**src/rtl/cpuif_pkg.sv**
```systemverilog
package cpuif_pkg;
  typedef enum logic [1:0] {
    REG_CTRL = 2'd0,
    REG_PMR  = 2'd1,
    REG_ACK  = 2'd2,
    REG_EOI  = 2'd3
  } cpuif_reg_e;
endpackage

```
**src/rtl/cpuif_regs.sv**
```systemverilog
module cpuif_regs #(
  parameter int PRIO_W = 8
) (
  input  logic              clk,
  input  logic              rst_n,
  input  logic              wr,
  input  logic [1:0]        addr,
  input  logic [PRIO_W-1:0] wdata,
  output logic              en,
  output logic [PRIO_W-1:0] pmr
);
  import cpuif_pkg::*;

  always_ff @(posedge clk) begin
    if (!rst_n) begin
      en  <= 1'b0;
      pmr <= '0;
    end else if (wr) begin
      if (addr == REG_CTRL) en  <= wdata[0];
      if (addr == REG_PMR)  pmr <= wdata;
    end
  end
endmodule

```
**src/rtl/cpuif_gate.sv**
```systemverilog
module cpuif_gate #(
  parameter int PRIO_W = 8
) (
  input  logic              en,
  input  logic              busy,
  input  logic              cand_valid,
  input  logic [PRIO_W-1:0] cand_prio,
  input  logic [PRIO_W-1:0] pmr,
  output logic              pass
);
  always_comb pass = en && cand_valid && !busy && (cand_prio < pmr);
endmodule

```
**src/rtl/cpuif_track.sv**
```systemverilog
module cpuif_track #(
  parameter int ID_W      = 10,
  parameter int SRC_W     = 3,
  parameter int DATA_W    = 32,
  parameter int SGI_LIMIT = 16,
  parameter int SPUR_ID   = 1023
) (
  input  logic              clk,
  input  logic              rst_n,
  input  logic              pass,
  input  logic              ack_rd,
  input  logic              eoi_wr,
  input  logic [ID_W-1:0]   eoi_data,
  input  logic [ID_W-1:0]   cand_id,
  input  logic [SRC_W-1:0]  cand_src,
  output logic              busy,
  output logic [DATA_W-1:0] ack_word,
  output logic              ack_valid,
  output logic [ID_W-1:0]   ack_id,
  output logic              eoi_valid,
  output logic [ID_W-1:0]   eoi_id
);
  localparam int SRC_LSB = ID_W;
  localparam logic [ID_W-1:0] SGI_LIM_V = ID_W'(SGI_LIMIT);
  localparam logic [ID_W-1:0] SPUR_V    = ID_W'(SPUR_ID);

  logic [ID_W-1:0] act_id;
  logic            take, retire;

  always_comb begin
    ack_word = '0;
    if (pass) begin
      ack_word[ID_W-1:0] = cand_id;
      if (cand_id < SGI_LIM_V) ack_word[SRC_LSB +: SRC_W] = cand_src;
    end else begin
      ack_word[ID_W-1:0] = SPUR_V;
    end
  end

  assign take   = ack_rd && pass;
  assign retire = eoi_wr && busy && (eoi_data == act_id);

  always_ff @(posedge clk) begin
    if (!rst_n) begin
      busy      <= 1'b0;
      act_id    <= '0;
      ack_valid <= 1'b0;
      ack_id    <= '0;
      eoi_valid <= 1'b0;
      eoi_id    <= '0;
    end else begin
      ack_valid <= 1'b0;
      eoi_valid <= 1'b0;
      if (take) begin
        busy      <= 1'b1;
        act_id    <= cand_id;
        ack_valid <= 1'b1;
        ack_id    <= cand_id;
      end else if (retire) begin
        busy      <= 1'b0;
        eoi_valid <= 1'b1;
        eoi_id    <= act_id;
      end
    end
  end


  ack_busy_chk: assert property (@(posedge clk) disable iff (!rst_n)
    ack_valid |-> busy);

  eoi_idle_chk: assert property (@(posedge clk) disable iff (!rst_n)
    eoi_valid |-> !busy);

  eoi_match_chk: assert property (@(posedge clk) disable iff (!rst_n)
    eoi_valid |-> eoi_id == $past(act_id));

  strobe_excl_chk: assert property (@(posedge clk) disable iff (!rst_n)
    $onehot0({ack_valid, eoi_valid}));

  ack_not_spur_chk: assert property (@(posedge clk) disable iff (!rst_n)
    ack_valid |-> ack_id != SPUR_V);
endmodule

```
**src/rtl/cpu_irq_iface.sv**
```systemverilog
module cpu_irq_iface #(
  parameter int ID_W      = 10,
  parameter int PRIO_W    = 8,
  parameter int SRC_W     = 3,
  parameter int DATA_W    = 32,
  parameter int SGI_LIMIT = 16,
  parameter int SPUR_ID   = 1023
) (
  input  logic              clk,
  input  logic              rst_n,
  input  logic              reg_wr,
  input  logic              reg_rd,
  input  logic [1:0]        reg_addr,
  input  logic [DATA_W-1:0] reg_wdata,
  output logic [DATA_W-1:0] reg_rdata,
  input  logic              cand_valid,
  input  logic [ID_W-1:0]   cand_id,
  input  logic [PRIO_W-1:0] cand_prio,
  input  logic [SRC_W-1:0]  cand_src,
  output logic              irq,
  output logic              ack_valid,
  output logic [ID_W-1:0]   ack_id,
  output logic              eoi_valid,
  output logic [ID_W-1:0]   eoi_id
);
  import cpuif_pkg::*;

  logic              en, busy, pass, ack_rd, eoi_wr;
  logic [PRIO_W-1:0] pmr;
  logic [DATA_W-1:0] ack_word;

  assign ack_rd = reg_rd && (reg_addr == REG_ACK);
  assign eoi_wr = reg_wr && (reg_addr == REG_EOI);

  cpuif_regs #(.PRIO_W(PRIO_W)) u_regs (
    .clk(clk), .rst_n(rst_n), .wr(reg_wr), .addr(reg_addr),
    .wdata(reg_wdata[PRIO_W-1:0]), .en(en), .pmr(pmr)
  );

  cpuif_gate #(.PRIO_W(PRIO_W)) u_gate (
    .en(en), .busy(busy), .cand_valid(cand_valid), .cand_prio(cand_prio),
    .pmr(pmr), .pass(pass)
  );

  cpuif_track #(
    .ID_W(ID_W), .SRC_W(SRC_W), .DATA_W(DATA_W),
    .SGI_LIMIT(SGI_LIMIT), .SPUR_ID(SPUR_ID)
  ) u_track (
    .clk(clk), .rst_n(rst_n), .pass(pass), .ack_rd(ack_rd), .eoi_wr(eoi_wr),
    .eoi_data(reg_wdata[ID_W-1:0]), .cand_id(cand_id), .cand_src(cand_src),
    .busy(busy), .ack_word(ack_word), .ack_valid(ack_valid), .ack_id(ack_id),
    .eoi_valid(eoi_valid), .eoi_id(eoi_id)
  );

  always_ff @(posedge clk) begin
    if (!rst_n) begin
      irq       <= 1'b0;
      reg_rdata <= '0;
    end else begin
      irq <= pass && !ack_rd;
      if (reg_rd) begin
        unique case (reg_addr)
          REG_CTRL: reg_rdata <= DATA_W'(en);
          REG_PMR:  reg_rdata <= DATA_W'(pmr);
          REG_ACK:  reg_rdata <= ack_word;
          default:  reg_rdata <= '0;
        endcase
      end
    end
  end


  irq_prio_chk: assert property (@(posedge clk) disable iff (!rst_n)
    irq |-> $past(cand_prio) < $past(pmr));

  irq_off_chk: assert property (@(posedge clk) disable iff (!rst_n)
    !en |=> !irq);

  irq_drop_chk: assert property (@(posedge clk) disable iff (!rst_n)
    ack_valid |-> !irq);

  irq_busy_chk: assert property (@(posedge clk) disable iff (!rst_n)
    busy |=> !irq);
endmodule

```
**config.mk**
```make
export PLATFORM = sky130hd
export DESIGN_NAME = cpu_irq_iface
export DESIGN_NICKNAME = d
export VERILOG_FILES = /design/src/rtl/cpuif_pkg.sv /design/src/rtl/cpuif_regs.sv /design/src/rtl/cpuif_gate.sv /design/src/rtl/cpuif_track.sv /design/src/rtl/cpu_irq_iface.sv
export SDC_FILE = /design/constraint.sdc
export NUM_CORES = 1
export LEC_CHECK = 0
export BUFFER_PORTS_ARGS = -buffer_cell sky130_fd_sc_hd__buf_2
export CAP_MARGIN = 20
export CORE_ASPECT_RATIO = 1.2
export CORE_MARGIN = 8
export CORE_UTILIZATION = 25
export CTS_CLUSTER_SIZE = 14
export DETAILED_ROUTE_END_ITERATION = 16
export PLACE_DENSITY = 0.51
export SYNTH_ARGS = -nofsm -noshare
export SYNTH_HDL_FRONTEND = slang
export SYNTH_SLANG_ARGS = --single-unit
```
**constraint.sdc**
```tcl
create_clock -name clk -period 3.63 [get_ports clk]
set_input_delay 0.1815 -clock clk [delete_from_list [all_inputs] [get_ports clk]]
set_output_delay 0.1815 -clock clk [all_outputs]
set_load 0.005 [all_outputs]
```
Word level (Yosys, flattened, before mapping):

Cells that the tools add are included.

* multiplexer cells: 8
* reductions and logical operators: 17
* equal/unequal tests: 4
* bitwise gates (word level): 2
* magnitude comparators: 2

Operator list (number)
* $pmux 13 s3: 1
* $eq 10x10->1: 1
* $lt 10x5->1 const B: 1
* $mux 10: 1
* $logic_and 1x1->1: 9
* $lt 8x8->1: 1
* $mux 3: 2
* $reduce_and 2->1: 3
* $eq 2x2->1 const B: 2
* $mux 1: 4
* $eq 2x1->1 const B: 1
* $logic_not 1->1: 2
* $logic_not 2->1: 1
* $not 1->1: 2
* $reduce_bool 2->1: 1
* $reduce_or 2->1: 1

* logic and storage cells: 42
* output and inout port bits: 55
* input port bits: 60
* flip-flop bits (word level): 65

Longest topological paths before layout:

Gate-level depths: netlist (run 1).

* word-level depth: 6
* depth in mapped cells: 7
* mapped depth without buffers: 6

Modules after synthesis:

A second synthesis (run 1) with hierarchy kept.

* cells, all modules: 361
* area, all modules: 3278.1 um2

Modules (own cells, without submodules)
* cpu_irq_iface: times used 1, cells each 149, area each 1495.2 um2, seq. area each 660.6 um2
* cpuif_track: times used 1, cells each 146, area each 1221.2 um2, seq. area each 460.4 um2
* cpuif_regs: times used 1, cells each 40, area each 376.6 um2, seq. area each 180.2 um2
* cpuif_gate: times used 1, cells each 26, area each 185.2 um2, seq. area each 0.0 um2

Worst setup path before layout (run 1):

No wires, ideal clock.

* kind: register -> register
* start point: register u_regs.pmr[5]
* end point: register u_track.ack_id[0]
* slack: 1519 ps
* setup time: 72 ps
* arrival time: 2039 ps
* data required time: 3558 ps
* period minus slack after synthesis: 2111 ps
* cell stages (with the launch flop): 8
* buffers on the path: 1
* cells stage by stage: dfxtp_1 inv_1 ha_1 a21o_1 a221o_1 a211oi_2 buf_2 mux2i_1

* word-level cells in the longest chain between the ends: 3

RTL lines
* start: declaration: RTL line cpuif_regs.sv:10 `output logic [PRIO_W-1:0] pmr`
* start signal: assignment: RTL line cpuif_regs.sv:20 `if (addr == REG_PMR) pmr <= wdata;`
* $lt 8x8->1: RTL line cpuif_gate.sv:11 `always_comb pass = en && cand_valid && !busy && (cand_prio < pmr);`
* $logic_and 1x1->1: RTL line cpuif_gate.sv:11
* $logic_and 1x1->1: RTL line cpuif_track.sv:40 `assign take = ack_rd && pass;`
* end signal: assignment: RTL line cpuif_track.sv:58 `ack_id <= cand_id;`
* end: declaration: RTL line cpuif_track.sv:19 `output logic [ID_W-1:0] ack_id,`

No other way between the ends.
A chain may end at the register's enable or synchronous reset.

Final worst setup path (run 1):

* start point: register u_regs.pmr[5]
* end point: register u_track.ack_id[9]

Same word-level chain as after synthesis.

==> results of run 1 <==
==> flip-flops by register name, indices dropped and copies added (netlist names) <==
register and cells:
u_track.ack_valid 1, u_track.eoi_valid 1, irq 1, u_regs.pmr 8
reg_rdata 13, u_track.busy 1, u_track.eoi_id 10, u_regs.en 1
u_track.ack_id 10
==> cells by family (layout without fill, tap and decap cells) <==
logic type	after synthesis	count (layout)	share of synthesized area (%)
simple gates	75	75	15.6
flops	46	46	39.2
compound gates	45	45	14.1
buf+inv	45	96	10.7
mux	30	30	12.8
xor+xnor	10	10	3.73
fa+ha+maj	7	7	3.73
other cells	1	20	0.160
==> per-stage QoR <==
step	total power [mW]	instance area [um^2]	utilization [%]	worst slack (ps)	hold slack, ps
2_1_floorplan	0.607	2410	-	1520	324
3_5_place_dp	0.646	2740	30.2	1450	450
6_report	1.02	2860	31.5	1450	153
3_3_place_gp	0.644	2740	30.2	1500	445
5_1_grt	1.06	2860	31.5	1320	163
4_1_cts	1.02	2850	31.4	1450	152
==> layer usage <==
layer / vias up / part of all wire, %
met4: 0 / 1.4
li1: 1012 / -
met1: 945 / 47
met5: - / 0
met2: 67 / 46
met3: 6 / 5.6
==> power groups by stage <==
stage,Combinational (mW),Clock [mW],Sequential [mW]
6_report,0.112,0.383,0.522
3_3_place_gp,0.110,0,0.533
2_1_floorplan,0.0747,0,0.532
5_1_grt,0.126,0.409,0.523
3_5_place_dp,0.113,0,0.534
4_1_cts,0.113,0.389,0.522
==> placed cells by master (no fill, tap or decap), types with 2 or more instances in the layout <==
cell,synthesis,routed
clkbuf_8,0,5
inv_1,13,13
and3_1,4,4
a31o_2,3,3
nand3_1,2,2
nand2_1,32,32
xor2_1,3,3
buf_2,2,73
ha_1,7,7
o21ai_1,2,2
nor3_1,4,4
a21oi_1,4,4
xnor2_1,7,7
nor2b_1,6,6
nand4_1,3,3
conb_1,1,19
nor2_1,12,12
mux2i_1,30,30
o2111ai_1,6,6
or4_1,2,2
and2_1,2,2
buf_4,19,2
a2111oi_0,6,6
dfxtp_1,46,46
o211ai_1,6,6
o21ai_0,9,9
==> layout make-up <==
type / instances / area share, %
tap: 120 / 5.26
inverter: 13 / 1.71
clock buffer: 6 / 2.54
multi-input combinational: 186 / 43.5
antenna: 1 / 0.0876
clock inverter: 2 / 1.31
sequential: 46 / 32.2
timing repair buffer: 75 / 13.3
==> critical path, cell delays in order (launching register included) <==
cell and delay (ps):
dfxtp_1 410, inv_1 70, ha_1 300, a21o_1 170, a221o_1 430, a211oi_2 230
buf_4 290, mux2i_1 220
==> path summary, 6_finish.rpt <==
| kind | from | to | slack, ps | cells after the start |
|---|---|---|---|---|
| worst max-delay path | u_regs.pmr[5]$_SDFFE_PN0P_ | u_track.ack_id[9]$_SDFFE_PN0P_ | 1450 | 7 |
| worst min-delay path | reg_wdata[5] | u_regs.pmr[5]$_SDFFE_PN0P_ | 150 | 3 |
| worst max register to register | u_regs.pmr[5]$_SDFFE_PN0P_ | u_track.ack_id[9]$_SDFFE_PN0P_ | 1450 | 7 |
| worst min register to register | u_track.eoi_id[6]$_SDFFE_PN0P_ | u_track.eoi_id[6]$_SDFFE_PN0P_ | 470 | 2 |
==> out/metrics.csv, run 1 <==
metric;value;unit
setup_tns;0;ps
synth_seq_cells;46;
ys.flop_type;dfxtp_1;
fmax;459;MHz
drt-initial-drc-count;77;
wl;7.33;mm
powerDensity;356;nW/um^2
synth_cell_types;44;
grt_start_max_net_pins;32;
swShare;25.1;%
synth.most_common_cell;dfxtp_1;
die_area;12800;um^2
ant_nets;0;
num_rows;38;
crit_fanout;15;
intPower;763;uW
ys_warn_count;0;
async_flop_share;0;%
fin_crit_sh;60.0;%
switching_power;255;uW
crit_required;3860;ps
rsz0062_at_grt;false;
yosysTopAreaCell;dfxtp_1;
area_delta_synth_final;21.7;%
setup_viol;0;
timing_worst_slew_pin_value;592;ps
seqPwrFrac;51.3;%
peakVddDrop;0.178;mV
grt_usage;11.3;%
synth_area_leaders;dfxtp_1 (39%), mux2i_1 (13%), buf_4 (6.1%);
vias;2030;
cts_sinks;46;
multi_input_area;1240;um^2
core-area;9080;um^2
grt_overflow;0;
fp.dieH;122;um
wl_per_cell;16.3;um
dp.cells;440;
io-pin-count;115;
min_path_type;in -> reg;
fin_cells;449;
outcome;completed;
clock-root-buffer;clkbuf_8;
netlist.area_leader.share;39.2;%
syn_area_per_cell;9.06;um^2
seq_area_frac_synth;39.2;%
hpwl;5.88;mm
cts_tree;done;
met3_usage;3.38;%
path_class;reg -> reg;
viasPerCell;4.52;
synth_area;2350;um^2
finalHoldViolations;0;
routabilityCongestion;0.785;
cap_violations;0;
cts_resized;0;
grt.busiest_layer;met2;
critical_path_arrival;2410;ps
gr-usage-met2;18.4;%
fin_nets;394;
grt_pass1_vias;2052;
syn_inst;259;
clock_path_buffers;2;
synthTopCellsByCount;dfxtp_1 (46), nand2_1 (32), mux2i_1 (30);
cts_hold_buffers;0;
start_util;25.8;%
clkPwrFrac;37.7;%
start_kind;register;
grt_util_met1;13.9;%
period_needed;2180;ps
grt_pass1_wl;11.3;mm
skew;6.90;ps
relSlewSlack;60.4;%
final-seq-area;921;um^2
drive_above_1_share;26.8;%
cts_setup_buffers;0;
worstSetupEndpointType;register;
io_buffers;73;
comb_power_share;11.1;%
clk_pin_slew_worst_paths;90;ps
htree_levels;2;
cts_buffers;5;
antenna_found_initial;1;
synth-edff-count;0;
p_leak;1.33;nW
drc;0;
dieWidth;104;um
maxSlewViolCount;0;
dr.pass1.iters;4;
fillers;997;
clock_latency;300;ps
(Power assumes the default switching activity.)
==> inputs of run 2 (changes only) <==
--- a/config.mk
+++ b/config.mk
@@ -12,7 +12,7 @@
 export CORE_UTILIZATION = 25
 export CTS_CLUSTER_SIZE = 14
 export DETAILED_ROUTE_END_ITERATION = 16
-export PLACE_DENSITY = 0.51
+export PLACE_DENSITY = 0.52
 export SYNTH_ARGS = -nofsm -noshare
 export SYNTH_HDL_FRONTEND = slang
 export SYNTH_SLANG_ARGS = --single-unit
==> constraint.sdc (replaced) <==
create_clock -name clk -period 1.8 [get_ports clk]
set_input_delay 0.09 -clock clk [delete_from_list [all_inputs] [get_ports clk]]
set_output_delay 0.09 -clock clk [all_outputs]
set_load 0.005 [all_outputs]
==> run 2 against run 1 <==
Compared with the run above:
- the flow now finishes with violations (negative setup slack)
- setup slack worse by 1600 ps
- maximum frequency is 14% higher
- critical path depth stayed put
- final area is 15% higher
- critical path type unchanged
- highest routed layer unchanged
==> out/metrics.csv, run 2 (same netlist as run 1, synthesis figures left out) <==
metric;value;unit;change
peakVddDrop;0.375;mV;was 0.178 mV
period_needed;1910;ps;was 2180 ps
setup_viol;19;;was 0
n_antenna_cell;0;;was 1
reg.largest.list;reg_rdata x13, u_track.ack_id x10, u_track.eoi_id x10;;unchanged
wl;7.83;mm;was 7.33 mm
cts_sinks;46;;unchanged
fin_crit_sh;106;%;was 60.0%
intPower;1.46;mW;was 763 uW
rsz0062_at_grt;true;;was false
cts_buffers;5;;unchanged
failed_checks;negative setup slack;;
hpwl;6.14;mm;was 5.88 mm
die_area;12800;um^2;unchanged
clkPwrFrac;33.6;%;was 37.7%
grt_pass1_vias;2196;;was 2052
reg2reg_depth;7;;unchanged
setup_slack;-105;ps;was 1450 ps
comb_power_share;15.3;%;was 11.1%
ant_nets;0;;unchanged
worstSetupEndpointType;register;;unchanged
maxSlewViolCount;0;;unchanged
start_kind;register;;unchanged
skew;12.2;ps;was 6.90 ps
start_util;25.8;%;unchanged
cap_violations;0;;unchanged
wl_per_cell;16.6;um;was 16.3 um
swShare;29.1;%;was 25.1%
worstHoldPathCells;3;;unchanged
grt_overflow;0;;unchanged
dieWidth;104;um;unchanged
p_leak;1.49;nW;was 1.33 nW
viasPerCell;4.53;;was 4.52
clk_pin_slew_worst_paths;100;ps;was 90 ps
antenna_found_initial;0;;was 1
clock_path_buffers;2;;unchanged
cts_tree;done;;unchanged
grt_usage;11.7;%;was 11.3%
fin_area;3290;um^2;was 2860 um^2
fin_nets;419;;was 394
drc;0;;unchanged
post-place-ws;-382;ps;was 1450 ps
path_class;reg -> reg;;unchanged
drive_above_1_share;41.1;%;was 26.8%
final_cell_mix;buf_2 (73), dfxtp_1 (38), nand2_1 (32);;was buf_2 (73), dfxtp_1 (46), nand2_1 (32)
io_buffers;73;;unchanged
clock_latency;310;ps;was 300 ps
powerDensity;624;nW/um^2;was 356 nW/um^2
dr.pass1.iters;4;;unchanged
routabilityCongestion;0.816;;was 0.785
grt_start_max_net_pins;34;;was 32
num_rows;38;;unchanged
area_delta_synth_final;40.3;%;was 21.7%
fillers;966;;was 997
clock-root-buffer;clkbuf_8;;unchanged
grt_pass1_wl;11.8;mm;was 11.3 mm
finalHoldViolations;0;;unchanged
fmax;525;MHz;was 459 MHz
largest_reg_flops;13;;unchanged
outcome;finished with violations;;was completed
htree_levels;2;;unchanged
p_total;2.06;mW;was 1.02 mW
fp.dieH;122;um;unchanged
relSlewSlack;64.9;%;was 60.4%
place_area;2940;um^2;was 2740 um^2
vias;2145;;was 2030
cts_hold_buffers;0;;unchanged
core-area;9080;um^2;unchanged
crit_fanout;15;;unchanged
seqPwrFrac;51.1;%;was 51.3%
top_register;reg_rdata;;unchanged
min_path_type;in -> reg;;unchanged
layout_commonest_cell;buf_2;;unchanged
io-pin-count;115;;unchanged
crit_required;2040;ps;was 3860 ps
critical_path_arrival;2150;ps;was 2410 ps
r2r_slack;-110;ps;was 1450 ps
switching_power;598;uW;was 255 uW
drt-initial-drc-count;50;;was 77
timing_worst_slew_pin_value;526;ps;was 592 ps
-- run 2: cell types whose count changed in the layout (fill, tap and decap cells not counted), moves of 4 or more --
cell / previous run / this run
a2111oi_0: 6 / 1
ha_4: 0 / 4
dfxtp_2: 0 / 8
buf_4: 2 / 21
o21ai_1: 2 / 6
o21ai_0: 9 / 4
a21oi_1: 4 / 0
a2111oi_4: 0 / 5
dfxtp_1: 46 / 38
ha_1: 7 / 3
-- run 2: what timing repair did --
item,in CTS,in global routing
pin swaps,1,15
hold endpoints to repair,0,0
cloned,0,1
setup endpoints to repair,33,32
resized for setup,18,32
buffers inserted,0,2
-- run 2: stage by stage --
stage / instances / utilization [%] / setup TNS, ps / hold WS, ps
final: 473 / 36.3 / -1350 / 61.5
after floorplan: 277 / - / -760 / 232
after global routing: 473 / 36.3 / -3160 / 50.5
after detailed placement: 462 / 32.3 / -2750 / 371
after CTS: 470 / 34.2 / -1280 / 45.2
after global placement: 462 / 32.3 / -2280 / 372
-- run 2: metal layers --
| metal | wire (um) | global-route usage [%] | vias up |
|---|---|---|---|
| li1 | - | - | 1070 |
| met1 | 3490 | 14.4 | 996 |
| met2 | 3760 | 19.4 | 73 |
| met3 | 518 | 3.80 | 6 |
| met4 | 62 | 2.99 | 0 |
| met5 | 0 | 0 | - |
-- run 2: power by group through the flow --
stage / clock network (mW) / registers, mW / logic (mW)
final: 0.690 / 1.05 / 0.314
after global placement: 0 / 1.07 / 0.260
after floorplan: 0 / 1.07 / 0.154
after detailed placement: 0 / 1.07 / 0.262
after global routing: 0.777 / 1.05 / 0.345
after CTS: 0.713 / 1.05 / 0.278
-- run 2: worst max-delay path, cell delays in order, from the launching register on --
cell and delay, ps:
dfxtp_2 350, inv_2 40, ha_4 200, a21o_1 160, a221o_2 430, a211oi_4 280
buf_12 200, mux2i_1 180
-- run 2: cell type report --
cell class	count	area, um^2	area share [%]
clock buffers	5	68.8	2.09
clock inverters	3	26.3	0.798
inverters	13	48.8	1.48
multi-input cells	187	1470	44.6
flip-flops and latches	46	931	28.3
well taps	120	150	4.56
repair buffers	99	601	18.2
-- run 2: worst paths after layout --
kind                                        from                        endpoint
hold reg to reg   u_track.eoi_id[3]$_SDFFE_PN0P_  u_track.eoi_id[3]$_SDFFE_PN0P_
setup reg to reg      u_regs.pmr[5]$_SDFFE_PN0P_  u_track.ack_id[5]$_SDFFE_PN0P_
hold / removal                        cand_id[8]  u_track.ack_id[8]$_SDFFE_PN0P_
setup / recovery      u_regs.pmr[5]$_SDFFE_PN0P_  u_track.ack_id[5]$_SDFFE_PN0P_
